$ cat src/rtl/cart_pkg.sv
package cart_pkg;
  localparam int TOP_W = 3;

  // address bit 15 low: ROM area
  function automatic logic in_rom(input logic [TOP_W-1:0] a);
    return a[TOP_W-1] == 1'b0;
  endfunction

  // bits 15..13 = 101: external RAM area
  function automatic logic in_eram(input logic [TOP_W-1:0] a);
    return a == 3'b101;
  endfunction

  // bits 15..13 = 000: enable register range
  function automatic logic in_enable(input logic [TOP_W-1:0] a);
    return a == 3'b000;
  endfunction
endpackage

$ cat src/rtl/cart_sync.sv
module cart_sync #(
  parameter int W      = 1,
  parameter int STAGES = 2,
  parameter logic [W-1:0] INIT = '0
) (
  input  logic         clk,
  input  logic         rst_n,
  input  logic [W-1:0] din,
  output logic [W-1:0] dout
);
  logic [W-1:0] stg [STAGES];

  for (genvar s = 0; s < STAGES; s++) begin : g_stage
    always_ff @(posedge clk or negedge rst_n) begin
      if (!rst_n) stg[s] <= INIT;
      else if (s == 0) stg[s] <= din;
      else stg[s] <= stg[(s == 0) ? 0 : s-1];
    end
  end

  assign dout = stg[STAGES-1];
endmodule

$ cat src/rtl/cart_bus_gate.sv
module cart_bus_gate
  import cart_pkg::*;
(
  input  logic             rd_n,
  input  logic             wr_n,
  input  logic             ain_n,
  input  logic             cs_n,
  input  logic [TOP_W-1:0] addr_top,
  input  logic             ram_on,
  output logic             xcvr_oe_n,
  output logic             ram_cs_n
);
  logic any_strobe;
  logic owned;

  assign any_strobe = !rd_n || !wr_n || !ain_n;
  assign owned      = in_rom(addr_top) || in_eram(addr_top);
  assign xcvr_oe_n  = !(any_strobe && owned);
  assign ram_cs_n   = !(!cs_n && !addr_top[1] && ram_on);
endmodule

$ cat src/rtl/cart_ram_enable.sv
module cart_ram_enable #(
  parameter int DW = 4,
  parameter logic [DW-1:0] KEY = 4'hA
) (
  input  logic          clk,
  input  logic          rst_n,
  input  logic          strobe_s,
  input  logic [DW-1:0] data_s,
  output logic          load_pulse,
  output logic [DW-1:0] en_val,
  output logic          ram_on
);
  logic          strobe_q;
  logic [DW-1:0] data_hold;

  // the load fires when the decoded strobe goes from active to inactive
  assign load_pulse = strobe_q && !strobe_s;

  always_ff @(posedge clk or negedge rst_n) begin
    if (!rst_n) begin
      strobe_q  <= 1'b0;
      data_hold <= '0;
      en_val    <= '0;
    end else begin
      strobe_q <= strobe_s;
      if (strobe_s) data_hold <= data_s;
      if (load_pulse) en_val <= data_hold;
    end
  end

  assign ram_on = (en_val == KEY);
endmodule

$ cat src/rtl/cart_bus_ctrl.sv
module cart_bus_ctrl
  import cart_pkg::*;
#(
  parameter int DATA_W      = 4,
  parameter int SYNC_STAGES = 2,
  parameter logic [DATA_W-1:0] EN_KEY = 4'hA
) (
  input  logic              clk,
  input  logic              rst_n,
  input  logic              rd_n,
  input  logic              wr_n,
  input  logic              ain_n,
  input  logic              cs_n,
  input  logic [TOP_W-1:0]  addr_top,
  input  logic [DATA_W-1:0] data,
  output logic              xcvr_oe_n,
  output logic              ram_cs_n
);
  localparam int SW = 2 + TOP_W + DATA_W;

  logic [SW-1:0]     raw_bus, sync_bus;
  logic              rd_n_s, wr_n_s;
  logic [TOP_W-1:0]  addr_s;
  logic [DATA_W-1:0] data_s;
  logic              wr_strobe_s;
  logic              load_pulse;
  logic [DATA_W-1:0] en_val;
  logic              ram_on;

  assign raw_bus = {rd_n, wr_n, addr_top, data};

  cart_sync #(.W(SW), .STAGES(SYNC_STAGES), .INIT({2'b11, {(SW-2){1'b0}}})) u_sync (
    .clk(clk), .rst_n(rst_n), .din(raw_bus), .dout(sync_bus)
  );

  assign {rd_n_s, wr_n_s, addr_s, data_s} = sync_bus;
  assign wr_strobe_s = !wr_n_s && rd_n_s && in_enable(addr_s);

  cart_ram_enable #(.DW(DATA_W), .KEY(EN_KEY)) u_en (
    .clk(clk), .rst_n(rst_n), .strobe_s(wr_strobe_s), .data_s(data_s),
    .load_pulse(load_pulse), .en_val(en_val), .ram_on(ram_on)
  );

  cart_bus_gate u_gate (
    .rd_n(rd_n), .wr_n(wr_n), .ain_n(ain_n), .cs_n(cs_n), .addr_top(addr_top),
    .ram_on(ram_on), .xcvr_oe_n(xcvr_oe_n), .ram_cs_n(ram_cs_n)
  );
endmodule

$ cat config.mk
export PLATFORM = sky130hd
export DESIGN_NAME = cart_bus_ctrl
export DESIGN_NICKNAME = d
export VERILOG_FILES = /design/src/rtl/cart_pkg.sv /design/src/rtl/cart_sync.sv /design/src/rtl/cart_bus_gate.sv /design/src/rtl/cart_ram_enable.sv /design/src/rtl/cart_bus_ctrl.sv
export SDC_FILE = /design/constraint.sdc
export NUM_CORES = 1
export LEC_CHECK = 0
export BUFFER_PORTS_ARGS = -buffer_cell sky130_fd_sc_hd__clkbuf_2
export CAP_MARGIN = 20
export CORE_MARGIN = 1
export CORE_UTILIZATION = 41
export CTS_CLUSTER_DIAMETER = 60
export DETAILED_ROUTE_END_ITERATION = 12
export GPL_TIMING_DRIVEN = 0
export HOLD_SLACK_MARGIN = 0.06
export PLACE_DENSITY = 0.63
export SYNTH_ARGS = -nofsm -noshare
export SYNTH_HDL_FRONTEND = slang
export SYNTH_SLANG_ARGS = --single-unit
$ cat constraint.sdc
create_clock -name clk -period 1.5 [get_ports clk]
set_input_delay 0.3 -clock clk [delete_from_list [all_inputs] [get_ports clk]]
set_output_delay 0.3 -clock clk [all_outputs]
set_load 0.03 [all_outputs]
---- Word level (Yosys, flattened, before mapping) ----
Cells that the tools add are included.
cells by class
  reduce and logical (&&, ||, !) cells .... 19
  equality and inequality tests ........... 2
  bitwise logic cells ..................... 1
operator list
  cell                                  count
  1-bit logical NOT                     9
  1-bit logical AND                     6
  4-bit == test, second input constant  1
  3-bit == test, second input constant  1
  3-bit logical NOT                     1
  1-bit logical OR                      3
  1-bit NOT                             1
storage, ports and cells
  bits in registers ....................... 27
  output and inout port bits .............. 2
  input port bits ......................... 13

---- Logic depth before layout (Yosys ltp) ----
Gate-level depths: netlist (run 1).
  depth after elaboration ................. 5
  depth in mapped cells ................... 4
  depth with buffers taken out ............ 3

---- Modules after synthesis ----
From an unflattened synthesis (run 1), not the netlist that was laid out.
second synthesis, totals
  cell total of the unflattened synthesis .. 53
  area, all modules ....................... 919.6 µm²
by module, submodules not included
  module           instances  area an instance (µm²)  cells each  seq. area each (µm²)
  cart_sync        1          523.0                   27          455.4
  cart_ram_enable  1          360.3                   20          225.2
  cart_bus_gate    1          23.8                    4           0.0
  cart_bus_ctrl    1          12.5                    2           0.0

---- Least setup slack after synthesis (run 1) ----
No wires, ideal clock.
  path kind ............................... register to register
  start ................................... register u_sync.stg (netlist bit u_sync.dout[8])
  end ..................................... register u_en.data_hold[0]
  arrival ................................. 1.392 ns
  required time ........................... 1.375 ns
  setup slack ............................. -0.017 ns
  stages on the path, launching flop included .. 5
  path buffers ............................ 1
  clock period less this slack ............ 1.517 ns
  cell sequence ........................... dfstp_2 > nand2b_1 > or4_1 > buf_2 > mux2_4
on the way
  word-level cells in the longest chain between the ends .. 2
ends and longest elaborated chain
  element                            RTL line               RTL
  from (decl)                        cart_sync.sv:11        logic [W-1:0] stg [STAGES];
  from (signal, indexed assignment)  cart_sync.sv:16        else if (s == 0) stg[s] <= din;
  from (signal, indexed assignment)  cart_sync.sv:17        else stg[s] <= stg[(s == 0) ? 0 : s-1];
  1-bit logical AND (2 in a row)     cart_bus_ctrl.sv:37    assign wr_strobe_s = !wr_n_s && rd_n_s && in_enable(addr_s);
  to (signal assigned)               cart_ram_enable.sv:26  if (strobe_s) data_hold <= data_s;
  to (decl)                          cart_ram_enable.sv:14  logic [DW-1:0] data_hold;
No other way between the ends.
A chain may end at the register's enable or synchronous reset.

---- Worst setup path in the final report (run 1) ----
Ends and elaborated chain as after synthesis.

==> flow_summary.ini, run 1 <==
[status]
outcome = complete, but fails checks
violations_in_the_final_reports = negative setup slack

[finish]
fillCellCount = 188
design.final.nets = 79
number_of_diodes_added_for_antenna_fixing = 0
final_layout_size_suffix_gt1_share_pct = 53.85
syn_to_final_growth_pct = 24.53

[setup_path]
timing.critical_path.cells = nand2b_4 > or4_4 > mux2_4
cp.arrival_ns = 1.73
timing.critical_path.buf_inv = 0
worstSetupPathType = reg -> reg
worst_setup_path_start_kind = register
path_delay_family = flip-flops
cpPeakStageDelay_ns = 0.57
cp_data_required_time_ns = 1.70
highest_net_fanout_along_the_worst_path = 5
cp_slowest_cell = sky130_fd_sc_hd__dfstp_2
setup.worst_path.end_class = register

[global_route]
gr_util_all_layers_pct = 11.79
pin_count_of_the_biggest_net_entering_global_routing = 28
vias_in_the_first_global_route = 447
antenna_violations_before_repair = 0
first_pass_grt_wire_length_um = 1787
total_gr_overflow = 0

[logic_synthesis]
netlist_instances = 44
synth.distinct_cells = 12
synth_top_family_by_area = multiplexers
post_synth.cell_area_avg_um2 = 19.48
syn_area_um2 = 857.1
synthAdderAreaFrac_pct = 0
synth_largest_type_area_fraction_pct = 67.15
synth_compound_area_share_pct = 3.066
sequential_share_of_the_synthesized_area_pct = 79.42
xor_xnor_share_of_the_synthesized_area_pct = 0
synth_simple_gate_area_share_pct = 4.234
synth.ff_latch_count = 27
postSynthNetCount = 57
yosys.area.top_type = sky130_fd_sc_hd__dfrtp_1
synth.top_cells.by_area = sky130_fd_sc_hd__dfrtp_1 (67%), sky130_fd_sc_hd__dfstp_2 (12%), sky130_fd_sc_hd__mux2_4 (7.0%), sky130_fd_sc_hd__mux2_2 (5.3%), sky130_fd_sc_hd__o41ai_2 (1.9%)
synth.area.mux_share_pct = 12.26
syn_warnings = 0

[drt]
postRouteAntennaNets = 0
wirelength_um = 1027
drt_pre_antenna_iters = 1
drc = 0
routed-via-count = 423
routedWlPerCell_um = 11.16
drt_first_iter_violations = 0
vias_per_cell = 4.598

[floorplan]
ios = 15
placementRows = 16
floorplan.initialDensity_pct = 43.69
fp.dieW_um = 47.72
coreArea_um2 = 1962
die_area_um2 = 2277
chipHeight_um = 47.72

[placed_design]
detailed_placer_s_ending_hpwl_um = 661.9
dpl_worst_slack_ns = -0.08909
routabilityCongestion = 0.6334
port_buffers = 14

[clocking]
tritoncts_clock_tree = yes
clk_path_buf_depth = 2
insertion_delay_ns = 0.31
clock_tree.htree_level_count = 1
clock_tree_root_driver_cell = sky130_fd_sc_hd__clkbuf_4
post_cts_clock_slew_at_the_launch_and_capture_registers_of_the_worst_setup_and_hold_paths_ns = 0.14
numClockSinks = 27
cts_made_buffers = 3

[sta]
achievable-frequency_ghz = 0.6569
max-slew-margin-rel_pct = 58.17
setup_slack_ns = -0.02222
post-route-min-period_ns = 1.522
count_of_endpoints_failing_setup_in_the_final_report = 6
post_route_clock_period_utilization_pct = 101.5
rsz0062_at_grt = true
holdWs_ns = 0.07695
worstMarginPinSlew_ns = 0.6275
finalClockSkew_ns = 0.01228
finalHoldViolCount = 0
finalMaxSlewViolations = 0

[flow_run]
drv_cap = 0

[power_and_ir_drop]
total_power_mw = 1.282
ir_worst_vdd_v = 0.0007912
p_leak_nw = 0.5171
power.density_nw_per_um2 = 1201

[min_path]
worstHoldPathType = in -> reg
-- cell usage after synthesis (all sizes together) --
| cell | count |
|---|---|
| or4 | 1 |
| nand2b | 2 |
| buf | 1 |
| o41ai | 1 |
| dfrtp | 23 |
| nand3b | 1 |
| nor4b | 1 |
| dfstp | 4 |
| a32o | 1 |
| mux2 | 8 |
| inv | 1 |
-- metal layers --
metal  vias to the layer above  global-route usage (%)  wire [um]
li1                        194                       -          -
met1                       213                   14.54        472
met2                        14                   19.46        495
met3                         2                   2.264         53
met4                         0                   6.667          5
met5                         -                       0          0
-- kinds of logic (layout without fill, tap and decap cells) --
family | count (synthesis) | after routing
flip-flops | 27 | 27
buffers and inverters | 2 | 23
multiplexers | 8 | 8
AND/OR/NAND/NOR | 5 | 5
AO/OA/AOI/OAI | 2 | 2
-- cell type report --
| class | instances | area (um^2) | area share [%] |
|---|---|---|---|
| Sequential cell | 27 | 680.7 | 63.78 |
| Multi-Input combinational cell | 15 | 207.7 | 19.46 |
| Timing Repair Buffer | 18 | 113.9 | 10.67 |
| Inverter | 1 | 3.754 | 0.3517 |
| Clock buffer | 3 | 22.52 | 2.110 |
| Clock inverter | 1 | 5.005 | 0.4689 |
| Tap cell | 27 | 33.78 | 3.165 |
-- where the power goes --
part	internal [mW]	switching, mW	total, mW	leakage [nW]
clock	0.0995	0.194	0.293	0.0177
combinational	0.0968	0.0435	0.140	0.179
sequential	0.810	0.0382	0.848	0.320
-- final timing paths --
kind	startpoint	slack, ns	cells after the start	endpoint
setup / recovery	u_sync.dout[8]	-0.02	3	u_en.data_hold[0]
min in group asynchronous	rst_n	0.52	2	u_en.en_val[0]
max in group asynchronous	rst_n	0.57	2	u_sync.stg[15]
setup reg to reg	u_sync.dout[8]	-0.02	3	u_en.data_hold[0]
hold reg to reg	u_sync.stg[13]	0.36	0	u_sync.dout[4]
hold / removal	data[2]	0.08	1	u_sync.stg[11]
-- what timing repair did --
item,4_1_cts,5_1_grt
pin swaps,0,1
endpoints found under the setup margin,9,9
buffers inserted,0,1
hold buffers,2,1
gates resized for setup,5,7
endpoints found under the hold margin,24,1
-- registers in the layout (all words and copies together) (netlist names) --
| signal | flops |
|---|---|
| u_sync.stg | 9 |
| u_sync.dout | 9 |
| u_en.data_hold | 4 |
| u_en.strobe_q | 1 |
| u_en.en_val | 4 |
-- per-stage QoR --
step / instance area [um^2] / utilization, % / TNS, ns / cells
final: 1067 / 54.40 / -0.06267 / 92
after global routing: 1067 / 54.40 / -0.5008 / 92
after CTS: 1027 / 52.36 / -0.4949 / 91
after detailed placement: 960.9 / 48.98 / -0.4448 / 85
after global placement: 960.9 / 48.98 / -0.3964 / 85
after floorplan: 857.1 / - / -0.06959 / 44
-- worst register-to-register path, cell delays in order (launching register included) --
cell,delay [ns]
sky130_fd_sc_hd__dfstp_2,0.57
sky130_fd_sc_hd__nand2b_4,0.06
sky130_fd_sc_hd__or4_4,0.48
sky130_fd_sc_hd__mux2_4,0.32
-- layout by cell type (no fill, tap or decap), drive strengths merged --
cell type / synthesis / routed
nor4b: 1 / 1
o41ai: 1 / 1
nand2b: 2 / 2
nand3b: 1 / 1
dfrtp: 23 / 23
clkbuf: 0 / 16
buf: 1 / 2
a32o: 1 / 1
dlygate4sd3: 0 / 3
inv: 1 / 1
dfstp: 4 / 4
clkinv: 0 / 1
mux2: 8 / 8
or4: 1 / 1
No activity file was read; power rests on OpenSTA's default activity.
==> inputs of run 2 (changes only) <==
Settings changed: SETUP_SLACK_MARGIN set to 0.1, SKIP_LAST_GASP set to 1.
==> flow_summary.ini, run 2 (same netlist as run 1, synthesis figures left out) <==
[drt]
drt_first_iter_violations = 0
wirelength_um = 1029
routedWlPerCell_um = 11.06
vias_per_cell = 4.570
drt_pre_antenna_iters = 1
drc = 0
routed-via-count = 425
postRouteAntennaNets = 0

[sta]
worstMarginPinSlew_ns = 0.6267
max-slew-margin-rel_pct = 58.22
achievable-frequency_ghz = 0.6324
finalClockSkew_ns = 0.01228
post_route_clock_period_utilization_pct = 105.4
holdWs_ns = 0.07699
finalMaxSlewViolations = 0
rsz0062_at_grt = true
finalHoldViolCount = 0
post-route-min-period_ns = 1.581
setup_slack_ns = -0.08139
count_of_endpoints_failing_setup_in_the_final_report = 6

[clocking]
post_cts_clock_slew_at_the_launch_and_capture_registers_of_the_worst_setup_and_hold_paths_ns = 0.14
insertion_delay_ns = 0.31
clk_path_buf_depth = 2
cts_made_buffers = 3
clock_tree_root_driver_cell = sky130_fd_sc_hd__clkbuf_4
numClockSinks = 27
tritoncts_clock_tree = yes
clock_tree.htree_level_count = 1

[finish]
final_layout_size_suffix_gt1_share_pct = 54.55
multi_input_area_um2 = 207.7
fillCellCount = 188
syn_to_final_growth_pct = 25.11
layout_common_cells = sky130_fd_sc_hd__dfrtp_1 (23), sky130_fd_sc_hd__clkbuf_2 (13), sky130_fd_sc_hd__mux2_4 (7)
ff_latch_area_um2 = 680.7
design.final.nets = 80
layout_commonest_cell = sky130_fd_sc_hd__dfrtp_1
number_of_diodes_added_for_antenna_fixing = 0

[power_and_ir_drop]
total_power_mw = 1.282
p_leak_nw = 0.5194
p_clk_share_pct = 22.9
power.density_nw_per_um2 = 1195
ir_worst_vdd_v = 0.0007904
power.internal_mw = 1.006
switching_share_pct = 21.51
combinationalPowerShare_pct = 11.0
flop_pwr_share_pct = 66.2
netSwitchingPower_mw = 0.2757

[global_route]
vias_in_the_first_global_route = 447
pin_count_of_the_biggest_net_entering_global_routing = 28
met1_usage_pct = 14.54
antenna_violations_before_repair = 0
total_gr_overflow = 0
first_pass_grt_wire_length_um = 1787
global_route.usage.met3_pct = 2.264
gr_util_all_layers_pct = 11.79
use_met2_pct = 19.46
grt_busiest_layer = met2

[setup_path]
cp_slowest_cell = sky130_fd_sc_hd__dfstp_2
cp_data_required_time_ns = 1.70
worstReg2RegStart = u_sync.dout[8]
highest_net_fanout_along_the_worst_path = 5
worst_reg2reg_setup_slack_ns = -0.08
cpPeakStageDelay_ns = 0.57
timing.critical_path.buf_inv = 1
timing.critical_path.cells = nand2b_4 > or4_4 > buf_6 > mux2_4
cp.arrival_ns = 1.78
setup.worst_path.end_class = register
worst_setup_path_start_kind = register
worstReg2RegEnd = u_en.data_hold[0]
timing.reg2reg.worst_path_depth = 4
path_delay_family = flip-flops
worstSetupPathType = reg -> reg

[placed_design]
dpl_worst_slack_ns = -0.08909
detailed_placer_s_ending_hpwl_um = 661.9
port_buffers = 14
routabilityCongestion = 0.6334

[floorplan]
coreArea_um2 = 1962
chipHeight_um = 47.72
ios = 15
floorplan.initialDensity_pct = 43.69
fp.dieW_um = 47.72
die_area_um2 = 2277
placementRows = 16

[min_path]
worstHoldPathType = in -> reg
timing.hold.worst_path_depth = 1
min_to = u_sync.stg[11]
holdCritStartpoint = data[2]

[flow_run]
drv_cap = 0

[status]
outcome = complete, but fails checks
violations_in_the_final_reports = negative setup slack
[run 2: cell types whose count changed in the layout (fill, tap and decap cells not counted), sizes merged]
cell / delta
buf: +1
[run 2: worst max path at each step]
stage                    from                end  slack, ns  cells past startpoint
6_report       u_sync.dout[8]  u_en.data_hold[0]      -0.08                      4
5_1_grt        u_en.en_val[0]           ram_cs_n      -0.13                      3
4_1_cts        u_sync.dout[8]  u_en.data_hold[0]      -0.08                      4
3_5_place_dp   u_sync.dout[8]  u_en.data_hold[1]      -0.09                      4
3_3_place_gp   u_sync.dout[8]  u_en.data_hold[3]      -0.08                      4
2_1_floorplan  u_sync.dout[8]  u_en.data_hold[0]      -0.02                      4
[run 2: timing repair]
action                                 4_1_cts  5_1_grt
setup endpoints to repair                    9        9
cloned                                       0        0
pin swaps                                    0        1
endpoints found under the hold margin       24        1
setup buffers                                0        1
hold buffers                                 2        1
resized for setup                            4        6
[run 2: cell type report]
cell class | count | share of cell area, %
clock inverter | 1 | 0.4667
clock buffer | 3 | 2.100
tap | 27 | 3.151
multi-input combinational | 15 | 19.37
timing repair buffer | 18 | 10.03
sequential | 27 | 63.48
buffer | 1 | 1.050
inverter | 1 | 0.3501
[run 2: metrics by stage]
stage | cell area, um^2 | std cells | TNS (ns) | utilization [%]
floorplan | 857.1 | 44 | -0.06959 | -
global placement | 960.9 | 85 | -0.3964 | 48.98
detailed placement | 960.9 | 85 | -0.4448 | 48.98
CTS | 1025 | 91 | -0.4978 | 52.23
global route | 1072 | 93 | -0.7163 | 54.66
finish | 1072 | 93 | -0.3049 | 54.66
[run 2: power by group through the flow]
stage / registers (mW) / clock network, mW / logic [mW]
after floorplan: 0.847 / 0 / 0.0798
after global placement: 0.856 / 0 / 0.114
after detailed placement: 0.859 / 0 / 0.117
after CTS: 0.846 / 0.308 / 0.124
after global routing: 0.861 / 0.329 / 0.154
final: 0.848 / 0.293 / 0.140
[run 2: layer usage]
layer / vias to the layer above / wire, um / share of wire (%)
met2: 14 / 494 / 48
met1: 213 / 473 / 46
li1: 196 / - / -
met5: - / 0 / 0
met4: 0 / 5 / 0.49
met3: 2 / 56 / 5.4
